## src/rtl/ppa_seq_pkg.sv

```systemverilog
package ppa_seq_pkg;
  localparam int STEP_W   = 5;
  localparam int CTL_W    = 6;
  localparam int STEP_LAST_WR  = 19;
  localparam int STEP_LAST_BRD = 17;
  localparam int STEP_LAST_NRD = 18;

  localparam logic [7:0]       DATA_OPEN   = 8'h81;
  localparam logic [7:0]       MODE_PLAIN  = 8'h01;
  localparam logic [7:0]       MODE_BYTERD = 8'h11;
  localparam logic [7:0]       BASE_REGF   = 8'h20;
  localparam logic [7:0]       BASE_CMDS   = 8'h40;
  localparam logic [CTL_W-1:0] CTL_IDLE    = 6'h04;
  localparam logic [CTL_W-1:0] CTL_ARM     = 6'h05;
  localparam logic [CTL_W-1:0] CTL_FRAME_A = 6'h0D;
  localparam logic [CTL_W-1:0] CTL_FRAME_B = 6'h07;
  localparam logic [CTL_W-1:0] CTL_NSTROBE = 6'h06;
  localparam logic [CTL_W-1:0] CTL_BREAD   = 6'h26;

  typedef enum logic [1:0] {SMP_NONE, SMP_A, SMP_B, SMP_D} smp_e;

  typedef struct packed {
    logic       is_ctl;
    logic [7:0] val;
    smp_e       smp;
    logic       last;
  } act_t;
endpackage

```

## src/rtl/ppa_hold_timer.sv

```systemverilog
module ppa_hold_timer #(
  parameter int HOLD_W = 4
) (
  input  logic              clk_i,
  input  logic              rst_ni,
  input  logic              load_i,
  input  logic [HOLD_W-1:0] val_i,
  input  logic              run_i,
  output logic              expire_o
);
  logic [HOLD_W-1:0] cnt_q;

  always_ff @(posedge clk_i or negedge rst_ni) begin
    if (!rst_ni)                    cnt_q <= '0;
    else if (load_i)                cnt_q <= val_i;
    else if (run_i && cnt_q != '0)  cnt_q <= cnt_q - 1'b1;
  end

  assign expire_o = (cnt_q == '0);


  cnt_down_chk: assert property (@(posedge clk_i) disable iff (!rst_ni)
    (run_i && !load_i && cnt_q != '0) |=> (cnt_q == $past(cnt_q) - 1'b1));
endmodule

```

## src/rtl/ppa_step_rom.sv

```systemverilog
module ppa_step_rom
  import ppa_seq_pkg::*;
(
  input  logic [STEP_W-1:0] step_i,
  input  logic              wr_i,
  input  logic              byte_i,
  input  logic [7:0]        addr_i,
  input  logic [7:0]        wdata_i,
  output act_t              act_o
);
  logic [7:0] mode_byte;
  assign mode_byte = (byte_i && !wr_i) ? MODE_BYTERD : MODE_PLAIN;

  function automatic act_t ctl(input logic [CTL_W-1:0] v);
    return '{is_ctl: 1'b1, val: {2'b00, v}, smp: SMP_NONE, last: 1'b0};
  endfunction

  function automatic act_t dat(input logic [7:0] v);
    return '{is_ctl: 1'b0, val: v, smp: SMP_NONE, last: 1'b0};
  endfunction

  always_comb begin
    act_o = ctl(CTL_IDLE);
    unique case (step_i)
      5'd0:  act_o = dat(DATA_OPEN);
      5'd1, 5'd6, 5'd8, 5'd11, 5'd13: act_o = ctl(CTL_ARM);
      5'd2, 5'd12: act_o = ctl(CTL_FRAME_A);
      5'd7:  act_o = ctl(CTL_FRAME_B);
      5'd3:  act_o = ctl(CTL_ARM);
      5'd4, 5'd9, 5'd14: act_o = ctl(CTL_IDLE);
      5'd5:  act_o = dat(mode_byte);
      5'd10: act_o = dat(addr_i);
      default: begin
        if (wr_i) begin
          unique case (step_i)
            5'd15: act_o = dat(wdata_i);
            5'd16, 5'd18: act_o = ctl(CTL_ARM);
            5'd17: act_o = ctl(CTL_FRAME_B);
            default: begin act_o = ctl(CTL_IDLE); act_o.last = 1'b1; end
          endcase
        end else if (byte_i) begin
          unique case (step_i)
            5'd15: act_o = dat(8'h00);
            5'd16: begin act_o = ctl(CTL_BREAD); act_o.smp = SMP_D; end
            default: begin act_o = ctl(CTL_IDLE); act_o.last = 1'b1; end
          endcase
        end else begin
          unique case (step_i)
            5'd15: begin act_o = ctl(CTL_NSTROBE); act_o.smp = SMP_A; end
            5'd16: act_o = ctl(CTL_IDLE);
            5'd17: begin act_o = ctl(CTL_NSTROBE); act_o.smp = SMP_B; end
            default: begin act_o = ctl(CTL_IDLE); act_o.last = 1'b1; end
          endcase
        end
      end
    endcase
  end
endmodule

```

## src/rtl/ppa_nibble_pack.sv

```systemverilog
module ppa_nibble_pack (
  input  logic [3:0] lo_i,
  input  logic [3:0] hi_i,
  output logic [7:0] byte_o
);
  // inputs carry {s7, s5, s4, s3}; s7 arrives inverted on the wire
  assign byte_o = {~hi_i[3], hi_i[2:0], ~lo_i[3], lo_i[2:0]};
endmodule

```

## src/rtl/ppa_reg_seq.sv

```systemverilog
module ppa_reg_seq
  import ppa_seq_pkg::*;
#(
  parameter int HOLD_W = 4
) (
  input  logic              clk_i,
  input  logic              rst_ni,
  input  logic              req_i,
  input  logic              wr_i,
  input  logic              cmd_sel_i,
  input  logic [2:0]        reg_idx_i,
  input  logic [7:0]        wdata_i,
  input  logic              byte_mode_i,
  input  logic [HOLD_W-1:0] hold_i,
  input  logic [7:0]        pd_i,
  input  logic [7:0]        stat_i,
  output logic [7:0]        pd_o,
  output logic [CTL_W-1:0]  pctl_o,
  output logic              busy_o,
  output logic              done_o,
  output logic [7:0]        rdata_o
);
  logic              busy_q, done_q;
  logic [STEP_W-1:0] step_q;
  logic              wr_q, byte_q;
  logic [7:0]        addr_q, wdata_q;
  logic [HOLD_W-1:0] hold_q;
  logic [3:0]        a_q, b_q;
  logic [7:0]        d_q, rdata_q, pd_q, nib_byte;
  logic [CTL_W-1:0]  pctl_q;
  logic              start, expire, advance;
  act_t              act_cur, act_nxt;
  logic              unused_stat;

  assign unused_stat = ^{stat_i[6], stat_i[2:0]};
  assign start   = req_i && !busy_q;
  assign advance = busy_q && expire && !act_cur.last;

  ppa_step_rom i_rom_cur (
    .step_i(step_q), .wr_i(wr_q), .byte_i(byte_q),
    .addr_i(addr_q), .wdata_i(wdata_q), .act_o(act_cur));

  ppa_step_rom i_rom_nxt (
    .step_i(step_q + 5'd1), .wr_i(wr_q), .byte_i(byte_q),
    .addr_i(addr_q), .wdata_i(wdata_q), .act_o(act_nxt));

  ppa_hold_timer #(.HOLD_W(HOLD_W)) i_timer (
    .clk_i, .rst_ni,
    .load_i(start || advance),
    .val_i(start ? hold_i : hold_q),
    .run_i(busy_q),
    .expire_o(expire));

  ppa_nibble_pack i_pack (.lo_i(a_q), .hi_i(b_q), .byte_o(nib_byte));

  always_ff @(posedge clk_i or negedge rst_ni) begin
    if (!rst_ni) begin
      busy_q  <= 1'b0;
      done_q  <= 1'b0;
      step_q  <= '0;
      wr_q    <= 1'b0;
      byte_q  <= 1'b0;
      addr_q  <= '0;
      wdata_q <= '0;
      hold_q  <= '0;
    end else begin
      done_q <= 1'b0;
      if (start) begin
        busy_q  <= 1'b1;
        step_q  <= '0;
        wr_q    <= wr_i;
        byte_q  <= byte_mode_i;
        addr_q  <= {5'b0, reg_idx_i} + (cmd_sel_i ? BASE_CMDS : BASE_REGF);
        wdata_q <= wdata_i;
        hold_q  <= hold_i;
      end else if (busy_q && expire) begin
        if (act_cur.last) begin
          busy_q <= 1'b0;
          done_q <= 1'b1;
        end else begin
          step_q <= step_q + 5'd1;
        end
      end
    end
  end

  // line drivers
  always_ff @(posedge clk_i or negedge rst_ni) begin
    if (!rst_ni) begin
      pd_q   <= '0;
      pctl_q <= CTL_IDLE;
    end else if (start) begin
      pd_q <= DATA_OPEN;
    end else if (advance) begin
      if (act_nxt.is_ctl) pctl_q <= act_nxt.val[CTL_W-1:0];
      else                pd_q   <= act_nxt.val;
    end
  end

  // sampling and result
  always_ff @(posedge clk_i or negedge rst_ni) begin
    if (!rst_ni) begin
      a_q     <= '0;
      b_q     <= '0;
      d_q     <= '0;
      rdata_q <= '0;
    end else if (busy_q && expire) begin
      unique case (act_cur.smp)
        SMP_A:   a_q <= {stat_i[7], stat_i[5:3]};
        SMP_B:   b_q <= {stat_i[7], stat_i[5:3]};
        SMP_D:   d_q <= pd_i;
        default: ;
      endcase
      if (act_cur.last && !wr_q) rdata_q <= byte_q ? d_q : nib_byte;
    end
  end

  assign pd_o    = pd_q;
  assign pctl_o  = pctl_q;
  assign busy_o  = busy_q;
  assign done_o  = done_q;
  assign rdata_o = rdata_q;


  done_pulse_chk: assert property (@(posedge clk_i) disable iff (!rst_ni)
    done_o |=> !done_o);

  done_idle_chk: assert property (@(posedge clk_i) disable iff (!rst_ni)
    done_o |-> !busy_o);

  hold_stable_chk: assert property (@(posedge clk_i) disable iff (!rst_ni)
    (busy_o && !expire) |=> ($stable(pd_o) && $stable(pctl_o)));

  busy_req_chk: assert property (@(posedge clk_i) disable iff (!rst_ni)
    (busy_o && req_i) |=> ($stable(addr_q) && $stable(wr_q) && $stable(hold_q)));

  idle_ctl_chk: assert property (@(posedge clk_i) disable iff (!rst_ni)
    !busy_o |-> (pctl_o == CTL_IDLE));

  open_data_chk: assert property (@(posedge clk_i) disable iff (!rst_ni)
    start |=> (pd_o == DATA_OPEN && busy_o));
endmodule

```

## config.mk

```make
export PLATFORM = sky130hd
export DESIGN_NAME = ppa_reg_seq
export DESIGN_NICKNAME = d
export VERILOG_FILES = /design/src/rtl/ppa_seq_pkg.sv /design/src/rtl/ppa_hold_timer.sv /design/src/rtl/ppa_step_rom.sv /design/src/rtl/ppa_nibble_pack.sv /design/src/rtl/ppa_reg_seq.sv
export SDC_FILE = /design/constraint.sdc
export NUM_CORES = 1
export LEC_CHECK = 0
export ABC_CLOCK_PERIOD_IN_PS = 2300
export BUFFER_PORTS_ARGS = -buffer_cell sky130_fd_sc_hd__buf_2
export CAP_MARGIN = 20
export CORE_ASPECT_RATIO = 2
export CORE_MARGIN = 1.5
export CORE_UTILIZATION = 51
export CTS_CLUSTER_SIZE = 12
export DETAILED_ROUTE_END_ITERATION = 12
export PLACE_DENSITY = 0.76
export SLEW_MARGIN = 25
export SYNTH_ARGS = -nofsm -noshare
export SYNTH_HDL_FRONTEND = slang
export SYNTH_HIERARCHICAL = 1
export SYNTH_SLANG_ARGS = --single-unit
export TNS_END_PERCENT = 20
```

## constraint.sdc

```tcl
create_clock -name clk_i -period 2.3 [get_ports clk_i]
set_input_delay 0.115 -clock clk_i [delete_from_list [all_inputs] [get_ports clk_i]]
set_output_delay 0.115 -clock clk_i [all_outputs]
set_load 0.05 [all_outputs]
```

==> out/summary.log, run 1 <==
[outcome] status completed
[power] cell internal pwr 3.840 mW
[final_layout] fraction of final layout cells sized beyond drive strength 1 39.07%
[final_layout] Area Growth Syn to Fin 20.82%
[sta] top achievable clock speed 460.7 MHz
[yosys] number of instances in the synthesized netlist 320
[sta] pin slew with the least headroom to its limit 0.6105 ns
[critical_path] Critical Path AT 2.35 ns
[yosys] count of yosys warnings during synthesis 6
[power] Combinational Power Share 46.8%
[clock_network] total clock buffers created by CTS 9
[sta] Tcrit/Tclk final 94.37%
[grt] Remaining Overflow, GRT 0
[die] vertical die dimension 120.9 um
[power] power density over the cells 1466 nW/um2
[power] clock network fraction of total power 23.0%
[clock_network] number of setup buffers added after CTS 0
[detailed_routing] total wirelength of the detailed-routed design 7.207 mm
[critical_path] critical path peak fanout 5
[clock_network] CTS tree yes
[final_layout] leading cell type in the layout, fill and taps excluded sky130_fd_sc_hd__dfrtp_1
[sta] setup clock skew after layout 0.003577 ns
[die] initial standard-cell utilization of the core 53.13%
[detailed_routing] detailed-routing iteration count for the pre-antenna-repair pass 5
[power] portion of total power attributed to sequential cells 30.2%
[yosys] synthesized cell area 3546 um2
[power] total leakage power 2.111 nW
[critical_path] kind of start point of the critical path register
[clock_network] buffer type at the clock tree root sky130_fd_sc_hd__clkbuf_16
[sta] post-route minimum period 2.171 ns
[grt] pin count of the biggest net entering global routing 43
[power] maximum ir drop on the vdd rail 682.8 uV
[sta] setup repair after global routing missed its margin yes
[clock_network] clk buf depth 2
[final_layout] highest-count cells in the layout ignoring fill and taps sky130_fd_sc_hd__dfrtp_1 (66), sky130_fd_sc_hd__buf_2 (56), sky130_fd_sc_hd__nand2_1 (37)
[place] dpl cell area 3914 um2
[die] width of the die 61.96 um
[die] Core Box Area 6674 um2
[grt] GRT Total Usage 21.98%
[final_layout] Layout Cell Area excl Fill 4284 um2
[grt] antenna violations before repair 0
[detailed_routing] DRC marker count from the first detailed-route iteration 118
[power] net switching share of the total power 38.85%
[job] number of max-cap violations 0
[detailed_routing] detailed-route via count 2544
[sta] final-report hold violation count 0
[final_layout] Net count, final 423
[place] number of input and output port buffers inserted 56
[hold_path] class of the tightest hold or removal check in2reg
[final_layout] number of fillers in the final layout 555
[critical_path] required time of the critical path 2.48 ns
[detailed_routing] # DRC 0
[critical_path] Worst Setup End Kind register
[power] Switch Pwr 2.439 mW
[clock_network] clk_lat worst skew 0.32 ns
[sta] Rel. slew slack 59.30%
[die] row cnt 42
[detailed_routing] detailed-route wire length per cell 15.11 um
[critical_path] type of the worst setup path reg2reg
[place] detailed-placement wirelength estimate 5.412 mm
[detailed_routing] Vias/cell 5.333
[final_layout] number of diodes 0
[clock_network] H-tree depth reported by CTS 3
[yosys] syn_area_per_cell 11.08 um2
[sta] post-route worst hold slack 0.01877 ns
[critical_path] reg-to-reg slack, setup 0.13 ns
[final_layout] fraction of the core area covered by cells at the end of the flow 64.19%
[place] Routability Congestion 0.8542
[grt] vias in the first global route 2652
[die] count of boundary I/O pins 61
[sta] total count of max-transition violations in the final report 0
[clock_network] # clock sinks 68
[grt] first-pass GRT wire length 12.18 mm
[sta] Final setup viols 0
[detailed_routing] number of nets with antenna violations after routing 0
[die] full die area 7492 um2
[clock_network] post-CTS clock slew at the launch and capture registers of the worst setup and hold paths 0.05 ns
metrics by stage:
step	setup WS, ns	instances	total power, mW	TNS (ns)
3_5_place_dp	0.04035	459	4.782	0
5_1_grt	-0.01603	477	6.704	-0.01603
4_1_cts	0.006471	477	6.248	0
2_1_floorplan	0.04351	322	4.078	0
6_report	0.1294	477	6.279	0
3_3_place_gp	0.09703	459	4.680	0
critical path, cell delays in order, from the launching register on:
cell and delay, ns:
sky130_fd_sc_hd__dfrtp_1 0.40, sky130_fd_sc_hd__ha_2 0.21, sky130_fd_sc_hd__xor2_2 0.17, sky130_fd_sc_hd__buf_4 0.17, sky130_fd_sc_hd__and4b_4 0.22, sky130_fd_sc_hd__and3_4 0.19, sky130_fd_sc_hd__a221o_1 0.38, sky130_fd_sc_hd__nor3_1 0.19
sky130_fd_sc_hd__o21ai_0 0.10
state kept, by name (all words and copies together) (netlist names):
name           count
done_o             1
hold_q             4
a_q                4
wr_q               1
pd_o               8
addr_q             5
i_timer/cnt_q      4
d_q                8
rdata_o            8
b_q                4
byte_q             1
busy_o             1
pctl_o             6
step_q             5
wdata_q            8
power groups by stage:
stage,logic [mW],clock network [mW],registers [mW]
after floorplan,1.72,0,2.36
after global placement,2.79,0,1.89
after detailed placement,2.88,0,1.90
after CTS,2.89,1.47,1.88
after global routing,3.23,1.52,1.95
final,2.94,1.44,1.89
cell type report:
class / count / area (um2) / share of cell area (%)
clock inverter: 5 / 75.07 / 1.752
inverter: 9 / 33.78 / 0.7886
multi-input combinational: 216 / 1637 / 38.20
clock buffer: 11 / 242.7 / 5.666
timing repair buffer: 80 / 481.7 / 11.24
sequential: 68 / 1704 / 39.78
tap: 88 / 110.1 / 2.570
path summary, 6_finish.rpt:
path | from | to | cells past startpoint
max | step_q[1]$_DFFE_PN0P_ | pd_o[0]$_DFFE_PN0P_ | 8
max reg2reg | step_q[1]$_DFFE_PN0P_ | pd_o[0]$_DFFE_PN0P_ | 8
min in group asynchronous | rst_ni | i_timer/cnt_q[0]$_DFFE_PN0P_ | 2
min reg2reg | rdata_o[3]$_DFFE_PN0P_ | rdata_o[3]$_DFFE_PN0P_ | 2
max in group asynchronous | rst_ni | step_q[2]$_DFFE_PN0P_ | 3
min | wdata_i[2] | wdata_q[2]$_DFFE_PN0P_ | 2
timing repair:
action                                  in CTS  in global routing
hold buffers                                 2                  0
endpoints found under the setup margin       0                 16
hold endpoints to repair                    26                  0
resized for setup                            0                 12
metal layers:
layer | part of all wire [%] | GRT usage (%) | vias up
met5 | 0 | 0 | -
met4 | 2.5 | 8.910 | 0
met3 | 3.1 | 4.904 | 13
met2 | 57 | 39.97 | 60
met1 | 37 | 22.56 | 1228
li1 | - | - | 1243
No activity file was read; power rests on OpenSTA's default activity.
==> inputs of run 2 (changes only) <==
--- a/config.mk
+++ b/config.mk
@@ -13,6 +13,7 @@
 export CORE_UTILIZATION = 51
 export CTS_CLUSTER_SIZE = 12
 export DETAILED_ROUTE_END_ITERATION = 12
+export GPL_TIMING_DRIVEN = 0
 export PLACE_DENSITY = 0.76
 export SLEW_MARGIN = 25
 export SYNTH_ARGS = -nofsm -noshare
==> out/summary.log, run 2 (synthesized netlist as in run 1, its figures left out) <==
[clock_network] clk buf depth 2 [unchanged]
[hold_path] class of the tightest hold or removal check in2reg
[clock_network] H-tree depth reported by CTS 3 [unchanged]
[final_layout] number of fillers in the final layout 539 [-2.9%]
[die] Core Box Area 6674 um2 [unchanged]
[grt] first-pass GRT wire length 12.43 mm [+2.1%]
[clock_network] post-CTS clock slew at the launch and capture registers of the worst setup and hold paths 0.05 ns [about the same]
[sta] final-report hold violation count 0 [unchanged]
[grt] GRT Total Usage 22.75% [+0.77 points]
[final_layout] post-route insts no fill 499 [+4.6%]
[die] vertical die dimension 120.9 um [unchanged]
[final_layout] Area Growth Syn to Fin 27.49%
[die] width of the die 61.96 um [unchanged]
[grt] antenna violations before repair 0 [unchanged]
[detailed_routing] Vias/cell 5.471 [+2.6%]
[sta] Tcrit/Tclk final 98.91% [+4.5 points]
[critical_path] type of the worst setup path reg2reg
[clock_network] # clock sinks 68 [unchanged]
[critical_path] required time of the critical path 2.51 ns [+0.03 ns]
[detailed_routing] # DRC 0 [unchanged]
[clock_network] total clock buffers created by CTS 9 [unchanged]
[clock_network] CTS tree yes
[die] row cnt 42 [unchanged]
[place] Routability Congestion 0.8573 [+0.36%]
[die] initial standard-cell utilization of the core 53.13% [unchanged]
[detailed_routing] number of nets with antenna violations after routing 0 [unchanged]
[critical_path] Worst Setup End Kind register
[detailed_routing] DRC marker count from the first detailed-route iteration 161 [+36%]
[final_layout] Layout Cell Area excl Fill 4521 um2 [+5.5%]
[place] dpl cell area 3966 um2 [+1.3%]
[critical_path] reg-to-reg slack, setup 0.03 ns [-0.10 ns]
[grt] pin count of the biggest net entering global routing 38 [-12%]
[power] power density over the cells 1461 nW/um2 [-0.34%]
[final_layout] fraction of the core area covered by cells at the end of the flow 67.74% [+3.5 points]
[place] cell count after placement 467 [+1.7%]
[sta] Final setup viols 0 [unchanged]
[final_layout] multi-input logic area 1688 um2 [+3.1%]
[detailed_routing] detailed-route wire length per cell 15.27 um [+1.1%]
[detailed_routing] detailed-route via count 2730 [+7.3%]
[final_layout] highest-count cells in the layout ignoring fill and taps sky130_fd_sc_hd__dfrtp_1 (63), sky130_fd_sc_hd__buf_2 (61), sky130_fd_sc_hd__nand2_1 (38)
[critical_path] kind of start point of the critical path register
[critical_path] capture point of the worst reg-to-reg path pctl_o[5]$_DFFE_PN0P_
[power] total leakage power 2.240 nW [+6.1%]
[sta] setup repair after global routing missed its margin yes
[final_layout] leading cell type in the layout, fill and taps excluded sky130_fd_sc_hd__dfrtp_1
[detailed_routing] detailed-routing iteration count for the pre-antenna-repair pass 4 [-1]
[detailed_routing] total wirelength of the detailed-routed design 7.622 mm [+5.8%]
[final_layout] storage element area 1708 um2 [+0.22%]
[sta] post-route minimum period 2.275 ns [+0.1044 ns]
[critical_path] cell with the biggest individual delay on the critical path sky130_fd_sc_hd__dfrtp_2
[outcome] status completed
[critical_path] worst r2r path cells 8 [unchanged]
[sta] total count of max-transition violations in the final report 0 [unchanged]
[power] maximum ir drop on the vdd rail 668.7 uV [-2.1%]
[final_layout] Net count, final 445 [+5.2%]
[critical_path] FF-to-FF Start step_q[0]$_DFFE_PN0P_
[critical_path] cell family contributing the most delay on the critical path simple AND/OR/NAND/NOR gates
[clock_network] buffer type at the clock tree root sky130_fd_sc_hd__clkbuf_16
[hold_path] cell count of the worst hold path 2 [unchanged]
[critical_path] max incr delay on CP 0.45 ns [+0.05 ns]
[critical_path] Critical Path AT 2.49 ns [+0.14 ns]
[grt] Remaining Overflow, GRT 0 [unchanged]
[job] number of max-cap violations 0 [unchanged]
[place] number of input and output port buffers inserted 56 [unchanged]
[final_layout] number of diodes 0 [unchanged]
[hold_path] worst-case hold path end point d_q[2]$_DFFE_PN0P_
[final_layout] fraction of final layout cells sized beyond drive strength 1 43.80% [+4.7 points]
[die] count of boundary I/O pins 61 [unchanged]
[hold_path] startpoint of the tightest hold check path pd_i[2]
[sta] setup clock skew after layout 0.005490 ns [+0.001913 ns]
[critical_path] critical path peak fanout 7 [+2]
[die] full die area 7492 um2 [unchanged]
[place] detailed-placement wirelength estimate 5.549 mm [+2.5%]
[power] post-layout power 6.603 mW [+5.2%]
[critical_path] sequence of cells on the critical path ha_4 > nand3_2 > xnor2_2 > and4b_4 > and3_4 > buf_6 > a221o_1 > mux2_4
[sta] top achievable clock speed 439.6 MHz [-4.6%]
[critical_path] buffering stage count on the worst path with inverters included 1 [unchanged]
[clock_network] clk_lat worst skew 0.33 ns [about the same]
[grt] vias in the first global route 2771 [+4.5%]
[run 2: cell types whose count changed in the layout (fill, tap and decap cells not counted), sizes merged]
cell / before / now
buf: 78 / 96
clkbuf: 11 / 15
[run 2: area by class of cell]
type,instances,area share (%)
buffer,28,4.954
clock buffer,11,5.369
clock inverter,5,1.661
inverter,9,0.7473
multi-input combinational,216,37.34
sequential,68,37.78
tap,88,2.436
timing repair buffer,74,9.715
[run 2: worst max path at each step]
stage / from / cells after the start / end
after floorplan: step_q[0]$_DFFE_PN0P_ / 10 / pd_o[3]$_DFFE_PN0P_
after global placement: step_q[0]$_DFFE_PN0P_ / 10 / pd_o[6]$_DFFE_PN0P_
after detailed placement: step_q[0]$_DFFE_PN0P_ / 10 / pd_o[4]$_DFFE_PN0P_
after CTS: step_q[2]$_DFFE_PN0P_ / 9 / pd_o[4]$_DFFE_PN0P_
after global routing: step_q[0]$_DFFE_PN0P_ / 11 / pd_o[7]$_DFFE_PN0P_
final: step_q[0]$_DFFE_PN0P_ / 8 / pctl_o[5]$_DFFE_PN0P_
[run 2: layer usage]
| layer | global-route usage [%] | vias up | part of all wire [%] |
|---|---|---|---|
| met1 | 22.68 | 1330 | 35 |
| met2 | 39.39 | 90 | 56 |
| met3 | 6.610 | 25 | 4.5 |
| li1 | - | 1285 | - |
| met4 | 12.63 | 0 | 3.9 |
| met5 | 0 | - | 0 |
[run 2: per-stage QoR]
stage / hold slack (ns) / worst slack (ns) / setup TNS [ns]
finish: 0.01256 / 0.02503 / 0
global route: 0.004593 / -0.04625 / -0.1955
global placement: 0.3440 / -0.2405 / -2.131
floorplan: -0.1806 / 0.04351 / 0
detailed placement: 0.08002 / -0.2922 / -2.646
CTS: 0.005454 / 0.009518 / 0
[run 2: worst register-to-register path, delay by kind of cell (launching register included)]
family | cells | cell delay, ns
AND/OR/NAND/NOR | 3 | 0.53
buffers and inverters | 1 | 0.13
AO/OA/AOI/OAI | 1 | 0.36
multiplexers | 1 | 0.28
XOR/XNOR | 1 | 0.22
flip-flops | 1 | 0.45
adder cells (fa/ha/maj) | 1 | 0.20
[run 2: timing repair]
item / in CTS / in global routing
endpoints found under the setup margin: 15 / 14
hold buffers: 2 / 0
resized for setup: 12 / 14
cloned: 0 / 0
hold endpoints to repair: 31 / 0
buffers inserted: 4 / 11
pin swaps: 6 / 4
[run 2: power breakdown]
| part | switching [mW] | internal (mW) |
|---|---|---|
| combinational | 1.76 | 1.43 |
| sequential | 0.330 | 1.63 |
| clock | 0.481 | 0.971 |
| total | 2.57 | 4.03 |
==> inputs of run 3 (changes only) <==
--- a/config.mk
+++ b/config.mk
@@ -14,7 +14,7 @@
 export CTS_CLUSTER_SIZE = 12
 export DETAILED_ROUTE_END_ITERATION = 12
 export GPL_TIMING_DRIVEN = 0
-export PLACE_DENSITY = 0.76
+export PLACE_DENSITY_LB_ADDON = 0.2
 export SLEW_MARGIN = 25
 export SYNTH_ARGS = -nofsm -noshare
 export SYNTH_HDL_FRONTEND = slang
==> out/summary.log, run 3 (synthesized netlist as in run 1, its figures left out) <==
[final_layout] fraction of the core area covered by cells at the end of the flow 67.02% [-0.71 points]
[sta] post-route minimum period 2.275 ns [+0.0004066 ns]
[job] number of max-cap violations 0 [unchanged]
[detailed_routing] detailed-route wire length per cell 15.57 um [+2.0%]
[grt] first-pass GRT wire length 12.29 mm [-1.2%]
[detailed_routing] detailed-routing iteration count for the pre-antenna-repair pass 5 [+1]
[die] width of the die 61.96 um [unchanged]
[critical_path] sequence of cells on the critical path ha_4 > nand3_2 > xnor2_2 > and4b_4 > and3_4 > buf_6 > a221o_1 > mux2_2
[clock_network] total clock buffers created by CTS 9 [unchanged]
[critical_path] worst r2r path cells 8 [unchanged]
[critical_path] FF-to-FF Start step_q[1]$_DFFE_PN0P_
[detailed_routing] total wirelength of the detailed-routed design 7.725 mm [+1.4%]
[hold_path] class of the tightest hold or removal check in2reg
[sta] total count of max-transition violations in the final report 0 [unchanged]
[critical_path] cell with the biggest individual delay on the critical path sky130_fd_sc_hd__dfrtp_2
[power] Combinational Power Share 48.3% [about the same]
[place] cell count after placement 467 [unchanged]
[critical_path] Worst Setup End Kind register
[critical_path] reg-to-reg slack, setup 0.02 ns [about the same]
[critical_path] Critical Path AT 2.49 ns [about the same]
[power] post-layout power 6.473 mW [-2.0%]
[final_layout] leading cell type in the layout, fill and taps excluded sky130_fd_sc_hd__dfrtp_1
[power] maximum ir drop on the vdd rail 721.5 uV [+7.9%]
[power] Switch Pwr 2.568 mW [about the same]
[die] initial standard-cell utilization of the core 53.13% [unchanged]
[outcome] status completed
[final_layout] highest-count cells in the layout ignoring fill and taps sky130_fd_sc_hd__dfrtp_1 (64), sky130_fd_sc_hd__buf_2 (62), sky130_fd_sc_hd__nand2_1 (38)
[detailed_routing] number of nets with antenna violations after routing 0 [unchanged]
[sta] top achievable clock speed 439.5 MHz [about the same]
[critical_path] worst setup path end pctl_o[0]$_DFFE_PN0P_
[clock_network] clk buf depth 2 [unchanged]
[die] row cnt 42 [unchanged]
[critical_path] required time of the critical path 2.52 ns [about the same]
[clock_network] # clock sinks 68 [unchanged]
[die] count of boundary I/O pins 61 [unchanged]
[critical_path] cell family contributing the most delay on the critical path simple AND/OR/NAND/NOR gates
[critical_path] capture point of the worst reg-to-reg path pctl_o[0]$_DFFE_PN0P_
[clock_network] H-tree depth reported by CTS 3 [unchanged]
[power] total leakage power 2.212 nW [-1.2%]
[detailed_routing] Vias/cell 5.413 [-1.1%]
[critical_path] origin of the worst setup path step_q[1]$_DFFE_PN0P_
[critical_path] buffering stage count on the worst path with inverters included 1 [unchanged]
[clock_network] post-CTS clock slew at the launch and capture registers of the worst setup and hold paths 0.05 ns [about the same]
[die] full die area 7492 um2 [unchanged]
[power] power density over the cells 1447 nW/um2 [-0.92%]
[final_layout] post-route insts no fill 496 [-0.60%]
[sta] setup clock skew after layout 0.005803 ns [+0.0003129 ns]
[final_layout] Net count, final 442 [-0.67%]
[detailed_routing] detailed-route via count 2685 [-1.6%]
[final_layout] fraction of final layout cells sized beyond drive strength 1 43.38% [-0.41 points]
[critical_path] total stage count of the critical path 8 [unchanged]
[detailed_routing] DRC marker count from the first detailed-route iteration 145 [-9.9%]
[detailed_routing] # DRC 0 [unchanged]
[power] clock network fraction of total power 21.4% [-0.6 points]
[clock_network] buffer type at the clock tree root sky130_fd_sc_hd__clkbuf_16
[sta] Tcrit/Tclk final 98.93% [about the same]
[power] portion of total power attributed to sequential cells 30.3% [+0.6 points]
[power] net switching share of the total power 39.67% [+0.78 points]
[die] vertical die dimension 120.9 um [unchanged]
[grt] vias in the first global route 2763 [-0.29%]
[critical_path] max incr delay on CP 0.44 ns [about the same]
[die] Core Box Area 6674 um2 [unchanged]
[sta] final-report hold violation count 0 [unchanged]
[power] cell internal pwr 3.905 mW [-3.2%]
[clock_network] clk_lat worst skew 0.33 ns [about the same]
[grt] antenna violations before repair 0 [unchanged]
[critical_path] kind of start point of the critical path register
[sta] setup slack after layout 0.02462 ns [-0.0004066 ns]
[critical_path] critical path peak fanout 6 [-1]
[place] detailed-placement wirelength estimate 5.535 mm [-0.25%]
[grt] GRT Total Usage 22.58% [-0.17 points]
[grt] Remaining Overflow, GRT 0 [unchanged]
[place] Routability Congestion 0.8566 [about the same]
[final_layout] Area Growth Syn to Fin 26.15%
[grt] pin count of the biggest net entering global routing 37 [-2.6%]
[final_layout] number of diodes 0 [unchanged]
[place] number of input and output port buffers inserted 56 [unchanged]
[sta] Final setup viols 0 [unchanged]
[critical_path] type of the worst setup path reg2reg
[clock_network] CTS tree yes
[place] pre-CTS setup slack -0.2762 ns [+0.01599 ns]
## run 3: changes by cell type in the layout (fill, tap and decap cells not counted), sizes merged
cell / delta
buf: -1
bufinv: -1
clkinv: -1
clkinvlp: +1
dlygate4sd3: -1
## run 3: per-stage QoR
stage	cell area [um2]	TNS, ns	hold WS [ns]
finish	4473	0	0.01092
global route	4473	-0.07612	0.01510
CTS	4364	0	0.002581
detailed placement	3966	-2.604	0.08300
global placement	3944	-2.491	0.3447
floorplan	3553	0	-0.1806
## run 3: final cells by class
cell class	instances	area, um2
inverter	9	33.78
clock inverter	4	47.55
tap	88	110.1
clock buffer	12	256.5
fill	560	2201
timing repair buffer	71	410.4
buffer	28	214.0
multi-input combinational	216	1694
sequential	68	1707
## run 3: layer usage
layer | wire length [um] | up-vias | track usage, %
li1 | - | 1276 | -
met2 | 4439 | 67 | 40.17
met3 | 283 | 14 | 3.518
met1 | 2794 | 1328 | 22.81
met5 | 0 | - | 0
met4 | 208 | 0 | 13.56
## run 3: how the worst min path moves through the flow
stage | startpoint | to | slack (ns) | cells after the start
after floorplan | rst_ni | a_q[0]$_DFFE_PN0P_ | -0.18 | 0
after global placement | cmd_sel_i | addr_q[5]$_DFFE_PN0P_ | 0.34 | 2
after detailed placement | rst_ni | wdata_q[4]$_DFFE_PN0P_ | 0.08 | 1
after CTS | pd_i[5] | d_q[5]$_DFFE_PN0P_ | 0.003 | 2
after global routing | cmd_sel_i | addr_q[5]$_DFFE_PN0P_ | 0.02 | 2
final | pd_i[5] | d_q[5]$_DFFE_PN0P_ | 0.01 | 2
## run 3: power groups by stage
stage,sequential [mW],combinational [mW],clock [mW]
floorplan,2.36,1.72,0
global placement,1.93,2.71,0
detailed placement,1.94,2.77,0
CTS,1.95,2.90,1.41
global route,2.02,3.39,1.46
finish,1.96,3.13,1.38
## run 3: timing repair
action / CTS / global route
hold buffers: 1 / 0
pin swaps: 3 / 5
endpoints found under the hold margin: 31 / 0
endpoints found under the setup margin: 15 / 11
buffers inserted: 5 / 8
resized for setup: 11 / 12
